$ cat config.mk
export PLATFORM = sky130hd
export DESIGN_NAME = trap_flag_reg
export DESIGN_NICKNAME = d
export VERILOG_FILES = /design/src/rtl/trap_pkg.sv /design/src/rtl/nmi_edge_sync.sv /design/src/rtl/trap_flag_cell.sv /design/src/rtl/trap_pend_encode.sv /design/src/rtl/trap_flag_reg.sv
export SDC_FILE = /design/constraint.sdc
export NUM_CORES = 1
export LEC_CHECK = 0
export BUFFER_PORTS_ARGS = -buffer_cell sky130_fd_sc_hd__buf_2
export CORE_AREA = 2 2 39 41
export DETAILED_ROUTE_END_ITERATION = 12
export DIE_AREA = 0 0 41 43
export PLACE_DENSITY = 0.73
export SKIP_LAST_GASP = 1
export SYNTH_ARGS = -nofsm -noshare
export SYNTH_HDL_FRONTEND = slang
export SYNTH_SLANG_ARGS = --single-unit
$ cat constraint.sdc
create_clock -name clk -period 1.2 [get_ports clk]
set_input_delay 0.3 -clock clk [delete_from_list [all_inputs] [get_ports clk]]
set_output_delay 0.3 -clock clk [all_outputs]
set_load 0.01 [all_outputs]
$ cat src/rtl/trap_pkg.sv
// Package: bit positions and class sizes shared by the trap flag logic.
// Assumes class-A flags occupy the lowest bits, followed by class-B flags.
package trap_pkg;
    localparam int STKUF_BIT     = 0;
    localparam int STKOF_BIT     = 1;
    localparam int NMI_BIT       = 2;
    localparam int CLASS_A_COUNT = 3;

    typedef enum logic [1:0] {
        CLS_NONE = 2'd0,
        CLS_A    = 2'd1,
        CLS_B    = 2'd2
    } trap_class_e;
endpackage

$ cat src/rtl/nmi_edge_sync.sv
// Module: brings an asynchronous active-low pin into the clock domain and
// emits a one-cycle pulse for each falling edge.
// Assumes STAGES >= 2; pin idles high, so the chain resets to 1.
module nmi_edge_sync #(
    parameter int STAGES = 2
) (
    input  logic clk,
    input  logic rst_n,
    input  logic pin_n,
    output logic fall_pulse
);
    logic [STAGES-1:0] sync_q;
    logic              last_q;

    // Shift the pin through the synchronizer chain and keep the prior sample.
    always_ff @(posedge clk) begin
        if (!rst_n) begin
            sync_q <= '1;
            last_q <= 1'b1;
        end else begin
            sync_q <= {sync_q[STAGES-2:0], pin_n};
            last_q <= sync_q[STAGES-1];
        end
    end

    // High for one cycle when the synchronized level goes from 1 to 0.
    always_comb begin
        fall_pulse = last_q & ~sync_q[STAGES-1];
    end
endmodule

$ cat src/rtl/trap_flag_cell.sv
// Module: one trap flag. A hardware set wins over everything; otherwise a
// selected write loads the written value; otherwise the flag holds.
// Assumes wr_hit already combines the write strobe with this bit's select.
module trap_flag_cell (
    input  logic clk,
    input  logic rst_n,
    input  logic hw_set,
    input  logic wr_hit,
    input  logic wr_val,
    output logic q
);
    logic q_next;

    // Choose the next value with hardware set as top priority.
    always_comb begin
        if (hw_set)
            q_next = 1'b1;
        else if (wr_hit)
            q_next = wr_val;
        else
            q_next = q;
    end

    // Hold the flag state.
    always_ff @(posedge clk) begin
        if (!rst_n)
            q <= 1'b0;
        else
            q <= q_next;
    end
endmodule

$ cat src/rtl/trap_pend_encode.sv
// Module: reduces the flag groups to per-class pending indications, with
// class A masking class B.
// Assumes both groups hold at least one flag.
module trap_pend_encode
    import trap_pkg::*;
#(
    parameter int NUM_A = 3,
    parameter int NUM_B = 4
) (
    input  logic [NUM_A-1:0] flags_a,
    input  logic [NUM_B-1:0] flags_b,
    output logic             pend_a,
    output logic             pend_b
);
    trap_class_e top_cls;

    // Pick the highest-priority class that has a flag set.
    always_comb begin
        if (|flags_a)
            top_cls = CLS_A;
        else if (|flags_b)
            top_cls = CLS_B;
        else
            top_cls = CLS_NONE;
    end

    // Decode the chosen class onto the two pending lines.
    always_comb begin
        pend_a = (top_cls == CLS_A);
        pend_b = (top_cls == CLS_B);
    end
endmodule

$ cat src/rtl/trap_flag_reg.sv
// Module: trap flag register with bit-protected read-modify-write.
// Only bits selected in wr_sel change on a write; hardware sets are never
// lost. Assumes set pulses and write strobes are synchronous to clk; nmi_n
// may be asynchronous.
module trap_flag_reg
    import trap_pkg::*;
#(
    parameter int NUM_CLASSB  = 4,
    parameter int SYNC_STAGES = 2
) (
    input  logic                              clk,
    input  logic                              rst_n,
    input  logic                              nmi_n,
    input  logic                              stk_unf_set,
    input  logic                              stk_ovf_set,
    input  logic [NUM_CLASSB-1:0]             err_set,
    input  logic                              wr_en,
    input  logic [CLASS_A_COUNT+NUM_CLASSB-1:0] wr_sel,
    input  logic [CLASS_A_COUNT+NUM_CLASSB-1:0] wr_data,
    output logic [CLASS_A_COUNT+NUM_CLASSB-1:0] rd_data,
    output logic                              pend_a,
    output logic                              pend_b
);
    localparam int W = CLASS_A_COUNT + NUM_CLASSB;

    logic         nmi_fall;
    logic [W-1:0] hw_set_vec;
    logic [W-1:0] wr_hit_vec;
    logic [W-1:0] flag_q;

    nmi_edge_sync #(.STAGES(SYNC_STAGES)) u_nmi (
        .clk        (clk),
        .rst_n      (rst_n),
        .pin_n      (nmi_n),
        .fall_pulse (nmi_fall)
    );

    // Gather every hardware set source into the flag bit order.
    always_comb begin
        hw_set_vec                 = '0;
        hw_set_vec[STKUF_BIT]      = stk_unf_set;
        hw_set_vec[STKOF_BIT]      = stk_ovf_set;
        hw_set_vec[NMI_BIT]        = nmi_fall;
        hw_set_vec[W-1:CLASS_A_COUNT] = err_set;
    end

    // Qualify the select mask with the write strobe.
    always_comb begin
        wr_hit_vec = wr_sel & {W{wr_en}};
    end

    for (genvar i = 0; i < W; i++) begin : g_flag
        trap_flag_cell u_cell (
            .clk    (clk),
            .rst_n  (rst_n),
            .hw_set (hw_set_vec[i]),
            .wr_hit (wr_hit_vec[i]),
            .wr_val (wr_data[i]),
            .q      (flag_q[i])
        );
    end

    trap_pend_encode #(.NUM_A(CLASS_A_COUNT), .NUM_B(NUM_CLASSB)) u_pend (
        .flags_a (flag_q[CLASS_A_COUNT-1:0]),
        .flags_b (flag_q[W-1:CLASS_A_COUNT]),
        .pend_a  (pend_a),
        .pend_b  (pend_b)
    );

    // Present the live flag image on the read port.
    always_comb begin
        rd_data = flag_q;
    end
endmodule

==> key figures <==
Outcome
  • Status: finished, violations left
  • Violated checks: setup timing

Place
  • Number of cells in the design after placement: 89
  • Number of buffers inserted by port buffering: 32
  • Post-place setup slack: -26.1 ps
  • Final estimated routing congestion in global placement: 0.610
  • Placed cell areas: 603 um^2

Clock network
  • Total CTS buffers: 3
  • Worst-case clock buffer depth: 2
  • TritonCTS clock tree: done
  • Number of clock sinks: 10
  • Clock Root Buffer: sky130_fd_sc_hd__clkbuf_4
  • Clock slew at the register clock pins of the worst setup and hold paths: 70 ps
  • Clock insertion delay at the later pin of the skew report: 260 ps
  • # hold bufs at CTS: 0
  • Number of buffers added for setup after CTS: 0
  • Clock H-tree levels: 1

Synth
  • Warnings, synthesis: 0
  • Mean instance size in the synthesized netlist: 9.88 um^2
  • Yosys reg bits: 10
  • Post-synthesis instance total: 48
  • Post-synth design cell area: 474 um^2
  • Nets in the synthesized netlist: 72
  • Sequential-to-total area share from yosys stat: 42.2%
  • Library cells used by synthesis: 16

Timing
  • Final Critical Period: 1460 ps
  • Max Clk Rate: 686 MHz
  • Number of endpoints failing setup at the final stage: 2
  • Slew Limit Fails: 0
  • Final worst hold slack: 213 ps
  • Worst rel slew slack: 82.1%
  • RSZ-0062 raised after global routing: true
  • Final total negative setup slack: -463 ps
  • Post-route worst setup slack: -259 ps
  • Final Hold Fails: 0
  • Transition time of the tightest slew-check pin: 267 ps
  • Final clock period utilization by the worst path: 122%
  • Layout Skew: 1.69 ps

Critical path
  • Startpoint types: flop
  • WP data arrival: 1160 ps
  • Crit path kind: flop to output pin
  • Required time of the worst setup path: 900 ps
  • Crit path capture type: output pin
  • Largest fanout of any net on the critical path: 2

Floorplanning
  • Width of the die: 41 um
  • Starting density of the core: 34.3%
  • Number of I/O pins: 33
  • Chip Height: 43 um
  • Core region area: 1380 um^2
  • Row cnt: 14
  • Die Area: 1760 um^2

Global routing
  • Wire length of the first global-routing pass: 1450 um
  • Pin count of the biggest net entering global routing: 15
  • Total overflow reported by the global router: 0
  • Overall Global Routing Usage: 12.6%
  • Initial antenna violation count: 0
  • Via count of the first global-routing pass: 376

Cells and area
  • Layout overhead on the synthesized area: 37.2%
  • Final-layout fill cell count: 146
  • Antenna diode instance count: 0
  • Share of final-layout standard cells stronger than drive strength 1: 59.7%
  • Final cell count without fillers: 93
  • Finished Cell Area: 651 um^2
  • Number of nets in the layout: 102
  • Multi-input logic area: 215 um^2
  • Area used by sequential logic in the layout: 200 um^2
  • Core Util, Final: 47.0%
  • Most common library cell in the layout ignoring fill and taps: sky130_fd_sc_hd__buf_2
  • Leading cell types in the layout, fill and taps excluded: sky130_fd_sc_hd__buf_2 (32), sky130_fd_sc_hd__dfxtp_1 (10), sky130_fd_sc_hd__nand2_1 (7), sky130_fd_sc_hd__o311a_1 (6), sky130_fd_sc_hd__a211o_2 (4)

Min path
  • Path class of the lowest-slack min-delay path: input port to flop

Detailed routing
  • Vias per cell: 4.80
  • Number of routed nets with antenna violations: 0
  • Wire length per cell: 11.0 um
  • DRC violation count after routing: 0
  • Number of DRC markers after the initial detailed-route iteration: 3
  • 1st-pass router iterations: 2
  • Via Count: 446
  • Drt total wl: 1020 um

Run
  • Max-cap viol count: 0

Power
  • Worst-case vdd ir drop: 0.466 mV
  • Power density of the placed cells: 1280 nW/um^2
  • Lkg Pwr: 0.329 nW
  • Post-route total power: 835 uW
[timing repair]
action,CTS,global route
endpoints found under the hold margin,0,0
resized for setup,2,0
endpoints found under the setup margin,2,2
[layout make-up]
type	instances	area share (%)
repair buffers	34	26.9
clock buffers	4	5.58
multi-input cells	28	33.1
flip-flops and latches	10	30.8
inverters	1	0.577
well taps	16	3.08
[registers in the layout, summed over array words and instances, names as in the netlist]
name and flops:
u_nmi.sync_q 2, u_nmi.last_q 1, g_flag.u_cell.q 7
[power by group]
part / internal, mW / total (mW) / switching [mW]
combinational: 0.0895 / 0.159 / 0.0692
sequential: 0.356 / 0.371 / 0.0151
clock: 0.184 / 0.306 / 0.121
total: 0.629 / 0.835 / 0.206
[worst paths after layout]
path                                         from                         endpoint  slack [ps]  cells past startpoint
setup / recovery  g_flag[2].u_cell.q$_SDFFE_PN0P_                           pend_b        -260                      3
hold / removal                              nmi_n       u_nmi.sync_q[0]$_SDFF_PN1_         210                      2
setup reg to reg  g_flag[4].u_cell.q$_SDFFE_PN0P_  g_flag[4].u_cell.q$_SDFFE_PN0P_         240                      3
hold reg to reg        u_nmi.sync_q[0]$_SDFF_PN1_       u_nmi.sync_q[1]$_SDFF_PN1_         410                      1
[cells in the mapped netlist, drive strengths merged]
| library cell | number | area (um^2) |
|---|---|---|
| a211o | 6 | 57.6 |
| and2 | 1 | 7.51 |
| buf | 9 | 68.8 |
| dfxtp | 10 | 200 |
| inv | 1 | 3.75 |
| nand2 | 7 | 26.3 |
| nand2b | 3 | 18.8 |
| nand4 | 1 | 6.26 |
| nor2 | 1 | 3.75 |
| nor4 | 1 | 6.26 |
| o221ai | 1 | 8.76 |
| o311a | 6 | 60.1 |
| or3 | 1 | 6.26 |
[logic make-up (layout without fill, tap and decap cells)]
group,after synthesis,after routing,synth area share [%]
flops,10,10,42.2
buf+inv,10,39,15.3
compound gates,13,13,26.7
simple gates,15,15,15.8
[worst max-delay path, cell delays in order, from the launching register on]
cell,delay (ps)
sky130_fd_sc_hd__dfxtp_1,310
sky130_fd_sc_hd__or3_4,380
sky130_fd_sc_hd__nor2_2,70
sky130_fd_sc_hd__buf_2,130
[per-layer routing]
layer	track usage, %	vias to the layer above	part of all wire (%)
met4	12.0	0	1.2
met2	17.5	24	43
met1	14.8	188	44
met3	3.14	2	12
met5	0	-	0
li1	-	232	-
Power figures use the tool's default switching activity.
